**config.mk**
```make
export PLATFORM = sky130hd
export DESIGN_NAME = i2c_chan_switch
export DESIGN_NICKNAME = d
export VERILOG_FILES = /design/src/rtl/i2csw_pkg.sv /design/src/rtl/i2csw_line_sampler.sv /design/src/rtl/i2csw_target_fsm.sv /design/src/rtl/i2csw_ctrl.sv /design/src/rtl/i2c_chan_switch.sv
export SDC_FILE = /design/constraint.sdc
export NUM_CORES = 1
export LEC_CHECK = 0
export BUFFER_PORTS_ARGS = -buffer_cell sky130_fd_sc_hd__buf_2
export CAP_MARGIN = 15
export CORE_UTILIZATION = 41
export CTS_BUF_LIST = sky130_fd_sc_hd__clkbuf_2
export CTS_CLUSTER_DIAMETER = 200
export DETAILED_ROUTE_END_ITERATION = 8
export GPL_ROUTABILITY_DRIVEN = 0
export PLACE_DENSITY_LB_ADDON = 0.15
export SYNTH_ARGS = -nofsm -noshare
export SYNTH_HDL_FRONTEND = slang
export SYNTH_SLANG_ARGS = --single-unit
```
**constraint.sdc**
```tcl
create_clock -name clk -period 2.2 [get_ports clk]
set_clock_uncertainty 0.15 [all_clocks]
set_input_delay 0.11 -clock clk [delete_from_list [all_inputs] [get_ports clk]]
set_output_delay 0.11 -clock clk [all_outputs]
set_load 0.05 [all_outputs]
```
**src/rtl/i2csw_pkg.sv**
```systemverilog
package i2csw_pkg;
  localparam int NCH     = 2;
  localparam int BYTE_W  = 8;
  localparam int ADDR_W  = 7;
  localparam int STRAP_W = 2;
  localparam int FIX_W   = ADDR_W - STRAP_W;
  localparam int CNT_W   = $clog2(BYTE_W) + 1;
  localparam int IRQ_LSB = 4;

  typedef enum logic [2:0] {
    ST_IDLE,
    ST_ADDR,
    ST_ADDR_ACK,
    ST_WDATA,
    ST_WACK,
    ST_RDATA,
    ST_RACK
  } tgt_state_e;
endpackage

```
**src/rtl/i2csw_line_sampler.sv**
```systemverilog
module i2csw_line_sampler #(
  parameter int SYNC_STAGES = 2
) (
  input  logic clk,
  input  logic rst_n,
  input  logic scl_i,
  input  logic sda_i,
  output logic sda_s,
  output logic scl_rise,
  output logic scl_fall,
  output logic start_det,
  output logic stop_det
);
  logic [SYNC_STAGES-1:0] scl_sh, sda_sh;
  logic scl_p, sda_p;
  logic scl_c, sda_c;

  assign scl_c = scl_sh[SYNC_STAGES-1];
  assign sda_c = sda_sh[SYNC_STAGES-1];

  always_ff @(posedge clk or negedge rst_n) begin
    if (!rst_n) begin
      scl_sh <= '1;
      sda_sh <= '1;
      scl_p  <= 1'b1;
      sda_p  <= 1'b1;
    end else begin
      scl_sh <= {scl_sh[SYNC_STAGES-2:0], scl_i};
      sda_sh <= {sda_sh[SYNC_STAGES-2:0], sda_i};
      scl_p  <= scl_c;
      sda_p  <= sda_c;
    end
  end

  assign sda_s     = sda_c;
  assign scl_rise  = scl_c & ~scl_p;
  assign scl_fall  = ~scl_c & scl_p;
  assign start_det = scl_c & scl_p & sda_p & ~sda_c;
  assign stop_det  = scl_c & scl_p & ~sda_p & sda_c;
endmodule

```
**src/rtl/i2csw_target_fsm.sv**
```systemverilog
module i2csw_target_fsm
  import i2csw_pkg::*;
#(
  parameter logic [FIX_W-1:0] FIXED_ADDR = 5'b11100
) (
  input  logic               clk,
  input  logic               rst_n,
  input  logic               scl_rise,
  input  logic               scl_fall,
  input  logic               start_det,
  input  logic               stop_det,
  input  logic               sda_s,
  input  logic [STRAP_W-1:0] strap,
  input  logic [BYTE_W-1:0]  rd_byte_i,
  output logic               sda_oe,
  output logic               wr_stb,
  output logic [NCH-1:0]     wr_sel
);
  localparam logic [CNT_W-1:0] FULL = CNT_W'(BYTE_W);
  localparam logic [CNT_W-1:0] LAST_TX = CNT_W'(BYTE_W - 1);

  tgt_state_e state_q, state_d;
  logic [CNT_W-1:0]  cnt_q, cnt_d;
  logic [BYTE_W-1:0] shift_q, shift_d;
  logic rw_q, rw_d, ack_q, ack_d, oe_q, oe_d;
  logic addr_hit;

  assign addr_hit = (shift_q[BYTE_W-1:1] == {FIXED_ADDR, strap});

  always_comb begin
    state_d = state_q;
    cnt_d   = cnt_q;
    shift_d = shift_q;
    rw_d    = rw_q;
    ack_d   = ack_q;
    oe_d    = oe_q;
    wr_stb  = 1'b0;
    if (start_det) begin
      state_d = ST_ADDR;
      cnt_d   = '0;
      oe_d    = 1'b0;
    end else if (stop_det) begin
      state_d = ST_IDLE;
      oe_d    = 1'b0;
    end else begin
      unique case (state_q)
        ST_ADDR, ST_WDATA: begin
          if (scl_rise) begin
            shift_d = {shift_q[BYTE_W-2:0], sda_s};
            cnt_d   = cnt_q + 1'b1;
          end else if (scl_fall && cnt_q == FULL) begin
            if (state_q == ST_WDATA) begin
              wr_stb  = 1'b1;
              state_d = ST_WACK;
              oe_d    = 1'b1;
            end else if (addr_hit) begin
              state_d = ST_ADDR_ACK;
              rw_d    = shift_q[0];
              oe_d    = 1'b1;
            end else begin
              state_d = ST_IDLE;
            end
          end
        end
        ST_ADDR_ACK: begin
          if (scl_fall) begin
            cnt_d = '0;
            if (rw_q) begin
              state_d = ST_RDATA;
              shift_d = rd_byte_i;
              oe_d    = ~rd_byte_i[BYTE_W-1];
            end else begin
              state_d = ST_WDATA;
              oe_d    = 1'b0;
            end
          end
        end
        ST_WACK: begin
          if (scl_fall) begin
            state_d = ST_WDATA;
            cnt_d   = '0;
            oe_d    = 1'b0;
          end
        end
        ST_RDATA: begin
          if (scl_fall) begin
            if (cnt_q == LAST_TX) begin
              state_d = ST_RACK;
              oe_d    = 1'b0;
            end else begin
              shift_d = {shift_q[BYTE_W-2:0], 1'b0};
              oe_d    = ~shift_q[BYTE_W-2];
              cnt_d   = cnt_q + 1'b1;
            end
          end
        end
        ST_RACK: begin
          if (scl_rise) begin
            ack_d = ~sda_s;
          end else if (scl_fall) begin
            cnt_d = '0;
            if (ack_q) begin
              state_d = ST_RDATA;
              shift_d = rd_byte_i;
              oe_d    = ~rd_byte_i[BYTE_W-1];
            end else begin
              state_d = ST_IDLE;
            end
          end
        end
        default: ;
      endcase
    end
  end

  always_ff @(posedge clk or negedge rst_n) begin
    if (!rst_n) begin
      state_q <= ST_IDLE;
      cnt_q   <= '0;
      shift_q <= '0;
      rw_q    <= 1'b0;
      ack_q   <= 1'b0;
      oe_q    <= 1'b0;
    end else begin
      state_q <= state_d;
      cnt_q   <= cnt_d;
      shift_q <= shift_d;
      rw_q    <= rw_d;
      ack_q   <= ack_d;
      oe_q    <= oe_d;
    end
  end

  assign sda_oe = oe_q;
  assign wr_sel = shift_q[NCH-1:0];

  assert_restart_R8: assert property (@(posedge clk) disable iff (!rst_n)
    start_det |=> (state_q == ST_ADDR && cnt_q == '0));
  assert_stop_release_R7: assert property (@(posedge clk) disable iff (!rst_n)
    stop_det |=> !sda_oe);
endmodule

```
**src/rtl/i2csw_ctrl.sv**
```systemverilog
module i2csw_ctrl
  import i2csw_pkg::*;
(
  input  logic              clk,
  input  logic              rst_n,
  input  logic              wr_stb,
  input  logic [NCH-1:0]    wr_sel,
  input  logic              stop_det,
  input  logic [NCH-1:0]    irq_n_i,
  output logic [NCH-1:0]    chan_en,
  output logic [BYTE_W-1:0] rd_byte,
  output logic              irq_n_o
);
  logic [NCH-1:0] sel_q, en_q, irq_s1, irq_s2;

  always_ff @(posedge clk or negedge rst_n) begin
    if (!rst_n) begin
      sel_q  <= '0;
      en_q   <= '0;
      irq_s1 <= '1;
      irq_s2 <= '1;
    end else begin
      if (wr_stb) sel_q <= wr_sel;
      if (stop_det) en_q <= sel_q;
      irq_s1 <= irq_n_i;
      irq_s2 <= irq_s1;
    end
  end

  always_comb begin
    rd_byte = '0;
    rd_byte[NCH-1:0] = sel_q;
    for (int i = 0; i < NCH; i++) rd_byte[IRQ_LSB+i] = ~irq_s2[i];
  end

  assign chan_en = en_q;
  assign irq_n_o = &irq_n_i;

  assert_apply_at_stop_R4: assert property (@(posedge clk) disable iff (!rst_n)
    !$stable(chan_en) |-> $past(stop_det));
  assert_last_write_R3: assert property (@(posedge clk) disable iff (!rst_n)
    wr_stb |=> rd_byte[NCH-1:0] == $past(wr_sel));
endmodule

```
**src/rtl/i2c_chan_switch.sv**
```systemverilog
module i2c_chan_switch
  import i2csw_pkg::*;
#(
  parameter logic [FIX_W-1:0] FIXED_ADDR = 5'b11100
) (
  input  logic               clk,
  input  logic               rst_n,
  input  logic               scl_i,
  input  logic               sda_i,
  output logic               sda_oe,
  input  logic [STRAP_W-1:0] strap,
  input  logic [NCH-1:0]     irq_n_i,
  output logic               irq_n_o,
  output logic [NCH-1:0]     chan_en
);
  logic [1:0] rst_sync;
  logic rst_int_n;
  logic sda_s, scl_rise, scl_fall, start_det, stop_det, wr_stb;
  logic [NCH-1:0] wr_sel;
  logic [BYTE_W-1:0] rd_byte;

  always_ff @(posedge clk or negedge rst_n) begin
    if (!rst_n) rst_sync <= '0;
    else        rst_sync <= {rst_sync[0], 1'b1};
  end
  assign rst_int_n = rst_sync[1];

  i2csw_line_sampler #(.SYNC_STAGES(2)) u_smp (
    .clk(clk), .rst_n(rst_int_n), .scl_i(scl_i), .sda_i(sda_i),
    .sda_s(sda_s), .scl_rise(scl_rise), .scl_fall(scl_fall),
    .start_det(start_det), .stop_det(stop_det));

  i2csw_target_fsm #(.FIXED_ADDR(FIXED_ADDR)) u_fsm (
    .clk(clk), .rst_n(rst_int_n), .scl_rise(scl_rise), .scl_fall(scl_fall),
    .start_det(start_det), .stop_det(stop_det), .sda_s(sda_s),
    .strap(strap), .rd_byte_i(rd_byte), .sda_oe(sda_oe),
    .wr_stb(wr_stb), .wr_sel(wr_sel));

  i2csw_ctrl u_ctrl (
    .clk(clk), .rst_n(rst_int_n), .wr_stb(wr_stb), .wr_sel(wr_sel),
    .stop_det(stop_det), .irq_n_i(irq_n_i), .chan_en(chan_en),
    .rd_byte(rd_byte), .irq_n_o(irq_n_o));
endmodule

```
### Word level (Yosys, flattened, before mapping)

Cells that the tools add are included.

* input bits: 8
* logic and storage cells: 132
* output and inout bits: 4
* flip-flop bits (word level): 34

* eq/ne operators: 32
* muxes and demuxes: 53
* reductions and logical operators: 13
* add/sub/neg operators: 1
* bitwise operators: 18

Operators with widths (number)
* $mux 8: 8
* $mux 3: 13
* $pmux 8 s4: 1
* $mux 4: 7
* $ne 4x3->1 const B: 7
* $mux 1: 20
* $pmux 4 s4: 1
* $pmux 3 s5: 1
* $not 1->1: 11
* $reduce_and 11->1: 1
* $ne 2x1->1 const B: 5
* $reduce_and 10->1: 1
* $eq 3x3->1 const B: 3
* $ne 3x3->1 const B: 3
* $reduce_and 9->1: 1
* $ne 2x2->1 const B: 4
* $ne 4x4->1 const B: 2
* $and 1x1->1: 7
* $eq 7x7->1: 1
* $reduce_and 7->1: 1
* $reduce_bool 7->1: 1
* $eq 3x2->1 const B: 2
* $reduce_and 6->1: 1
* $ne 5x3->1 const B: 1
* other kinds (13): 14

### Depth between registers and ports, before layout

* depth after elaboration: 8
* depth in mapped cells: 7
* gate-level depth less buffers: 7

### Cells and area by module

Synthesis repeated with hierarchy kept, for this count alone.

* cells, all modules: 166
* area total of the unflattened synthesis: 1801.7 um^2

By module, submodules not included
* i2csw_target_fsm: times used 1, cells an instance 133, area an instance 1260.0 um^2, sequential area each 450.4 um^2
* i2csw_ctrl: times used 1, cells an instance 20, area an instance 297.8 um^2, sequential area each 205.2 um^2
* i2csw_line_sampler: times used 1, cells an instance 10, area an instance 190.2 um^2, sequential area each 157.7 um^2
* i2c_chan_switch: times used 1, cells an instance 3, area an instance 53.8 um^2, sequential area each 50.0 um^2

### Worst setup path before layout

OpenSTA, ideal clock, no wires.

* path type: register to register
* from: reg u_fsm.cnt_q[0]
* to: reg u_fsm.shift_q[0]
* library setup time: 0.125 ns
* period minus slack after synthesis: 1.950 ns
* required time: 1.925 ns
* slack: 0.250 ns
* buffers on the path: 1
* stages on the path, launching flop included: 7
* arrival time: 1.675 ns
* cells stage by stage: dfrtp_1 > ha_1 > nand3b_1 > a311oi_1 > or3_1 > buf_6 > mux2_4

* cells in the longest elaborated chain, start to end: 3

Ends and longest elaborated chain
* from (decl): line i2csw_target_fsm.sv:23 `logic [CNT_W-1:0] cnt_q, cnt_d;`
* from (signal assigned): line i2csw_target_fsm.sv:126 `cnt_q <= cnt_d;`
* $eq 4x3->1: line i2csw_target_fsm.sv:87 `if (cnt_q == LAST_TX) begin`
* $ne 2x2->1 (no source line)
* $reduce_and 11->1 (no source line)
* to (signal assigned): line i2csw_target_fsm.sv:127 `shift_q <= shift_d;`
* to (decl): line i2csw_target_fsm.sv:24 `logic [BYTE_W-1:0] shift_q, shift_d;`

No other way between the ends.
A chain may end at the register's enable or synchronous reset.

### Worst setup path in the final report

* from: reg u_fsm.cnt_q[0]
* to: reg u_fsm.shift_q[1]

The elaborated chain is that of the path after synthesis.

==> impl_metrics.json <==
{
  "status": "finished, final reports clean",
  "synth.most_common_cell": "dfrtp_1",
  "synth-main-ff-cell": "dfrtp_1",
  "finish.net_count": 202,
  "syn_inst": 160,
  "max_cap_violations": 0,
  "worst-endpoint-arrival_ns": 2.14,
  "fillCellCount": 353,
  "r2r_cells": 5,
  "yosys-top-cells-area": "dfrtp_1 (35%), dfstp_2 (15%), mux2_4 (3.5%), mux2_1 (3.3%), nand2_1 (3.1%)",
  "crit_path_end_kind": "flop",
  "r2r-start": "u_fsm.cnt_q[0]",
  "syn_to_final_growth_pct": 16.9,
  "p_leak_uw": 0.000936,
  "yosysUniqueCellTypes": 48,
  "period_needed_ns": 2.02,
  "dr_total_vias": 1314,
  "pin_count": 12,
  "clockBufferDepth": 2,
  "firstDrtPassIters": 4,
  "peakVddDrop_uv": 481,
  "design.die.area_mm2": 0.00442,
  "via_per_inst": 5.41,
  "synth_area_mm2": 0.00171,
  "slew_violations": 0,
  "clk_pin_slew_ns": 0.19,
  "grt_setup_unrepaired": "no",
  "fin_crit_sh": 0.919,
  "grt_overflow": 0,
  "power.density_mw_per_mm2": 1110,
  "grt_max_degree": 33,
  "antennaDiodeCount": 0,
  "p_total_uw": 2220,
  "stdcell_area_mm2": 0.00199,
  "grt_pass1_wl_mm": 5.86,
  "crit_required_ns": 2.32,
  "path_class": "reg2reg",
  "place_area_mm2": 0.00189,
  "first_iter_violations": 57,
  "hpwl_mm": 2.41,
  "cp-start-kind": "flop",
  "cts-root-buf": "clkbuf_2",
  "syn-num-nets": 170,
  "synth_largest_area_cell": "dfrtp_1",
  "clk_latency_ns": 0.38,
  "fin_hold_ws_ns": 0.0759,
  "setup_ws_ns": 0.179,
  "coreArea_mm2": 0.00400,
  "synthArstFlopShare": 1.00,
  "fp-row-count": 23,
  "die_h_um": 66.5,
  "ys_warn_count": 0,
  "cts_buffers": 5,
  "antenna_found_initial": 0,
  "layout-drive-gt1-share": 0.280,
  "cp_max_fo": 7,
  "gr-usage-all-layers": 0.179,
  "cts_tree": "done",
  "fmax_ghz": 0.495,
  "route.detailed.drc": 0,
  "grt_pass1_vias": 1270,
  "synth_edf_count": 0,
  "cts_sinks": 34,
  "hold_viol": 0,
  "pre_cts_slack_ns": 0.0964,
  "htreeDepth": 2,
  "crit_start": "u_fsm.cnt_q[0]",
  "drtAntennaViolNets": 0,
  "ys_ff_latch": 34,
  "hold_path_class": "reg2async",
  "synth_common_cells": "dfrtp_1 (24), nand2_1 (14), dfstp_2 (10), inv_1 (8), nor2_1 (8)",
  "ys_seq_area_frac": 0.506,
  "synth_top_area_frac": 0.352,
  "die_x_um": 66.5,
  "totalWireLength_mm": 3.41,
  "portBuffers": 11,
  "start_util": 0.427,
  "wire_per_inst_um": 14.0,
  "setup_tns_ns": 0,
  "syn_area_per_cell_um2": 10.7,
  "setup_viol": 0
}
## layout make-up
| type | instances | area (µm²) | area share |
|---|---|---|---|
| tap | 50 | 62.6 | 0.0314 |
| sequential | 34 | 863 | 0.433 |
| multi-input combinational | 111 | 776 | 0.389 |
| clock buffer | 6 | 30.0 | 0.0151 |
| inverter | 9 | 33.8 | 0.0169 |
| clock inverter | 2 | 8.76 | 0.00439 |
| timing repair buffer | 31 | 220 | 0.110 |
## routing by layer
layer / vias up / share of wire / track usage
li1: 631 / - / -
met1: 646 / 0.48 / 0.240
met2: 32 / 0.46 / 0.277
met3: 5 / 0.042 / 0.0411
met4: 0 / 0.015 / 0.0771
met5: - / 0 / 0
## critical path: stages (launching register included)
cell	delay (ns)
dfrtp_1	0.46
ha_1	0.26
nand3b_1	0.13
a311oi_1	0.11
or3_4	0.48
mux2_4	0.32
## power by group
group          leakage (µW)  internal [µW]  switching (µW)
clock             0.0000304           78.2             206
sequential         0.000415            772             174
combinational      0.000490            493             499
## state kept, by name, indices dropped and copies added, names as in the netlist, 2 cells and up
name / count
u_fsm.shift_q: 8
u_fsm.cnt_q: 4
u_fsm.state_q: 3
rst_sync: 2
u_ctrl.chan_en: 2
u_ctrl.irq_s1: 2
u_ctrl.irq_s2: 2
u_ctrl.sel_q: 2
u_smp.scl_sh: 2
u_smp.sda_sh: 2
## repair_timing
| action | 4_1_cts | 5_1_grt |
|---|---|---|
| hold buffers | 6 | 0 |
| endpoints found under the hold margin | 6 | 0 |
| setup endpoints to repair | 0 | 7 |
| resized for setup | 0 | 1 |
| setup buffers | 0 | 0 |
## cells in the final DEF (no fill, tap or decap), drive strengths merged, types with 2 or more instances in the layout
cell,Yosys,routed
buf,3,25
dfrtp,24,24
nand2,15,15
dfstp,10,10
o21ai,10,10
mux2,10,10
inv,9,9
nor2,8,8
a21oi,7,7
clkbuf,3,6
dlygate4sd3,0,6
nand2b,6,6
nand3,5,5
mux2i,5,5
or3,5,5
o22ai,3,3
xor2,3,3
o31ai,3,3
o211ai,3,3
nand4b,3,3
nand3b,2,2
nor2b,2,2
and3,2,2
ha,2,2
a211oi,2,2
clkinv,0,2
## stage by stage
stage,util,std cells
2_1_floorplan,-,160
3_3_place_gp,0.473,229
3_5_place_dp,0.473,229
4_1_cts,0.497,243
5_1_grt,0.499,243
6_report,0.499,243
## logic make-up (layout without fill, tap and decap cells)
| group | count (synthesis) | after routing | share of synthesized area |
|---|---|---|---|
| AND/OR/NAND/NOR | 53 | 53 | 0.172 |
| AO/OA/AOI/OAI | 37 | 37 | 0.143 |
| flip-flops | 34 | 34 | 0.506 |
| multiplexers | 15 | 15 | 0.104 |
| buffers and inverters | 15 | 48 | 0.0425 |
| XOR/XNOR | 3 | 3 | 0.0154 |
| adder cells (fa/ha/maj) | 2 | 2 | 0.0147 |
| other | 1 | 1 | 0.00220 |
## path summary, 6_finish.rpt
check | endpoint | slack, ns
min in group clk | u_smp.scl_sh[1] | 0.22
hold reg to reg | u_fsm.cnt_q[2] | 0.08
max in group asynchronous | rst_sync[0] | 1.33
setup / recovery | u_fsm.shift_q[1] | 0.18
setup reg to reg | u_fsm.shift_q[1] | 0.18
hold / removal | u_fsm.cnt_q[2] | 0.08
(Power assumes the default switching activity.)
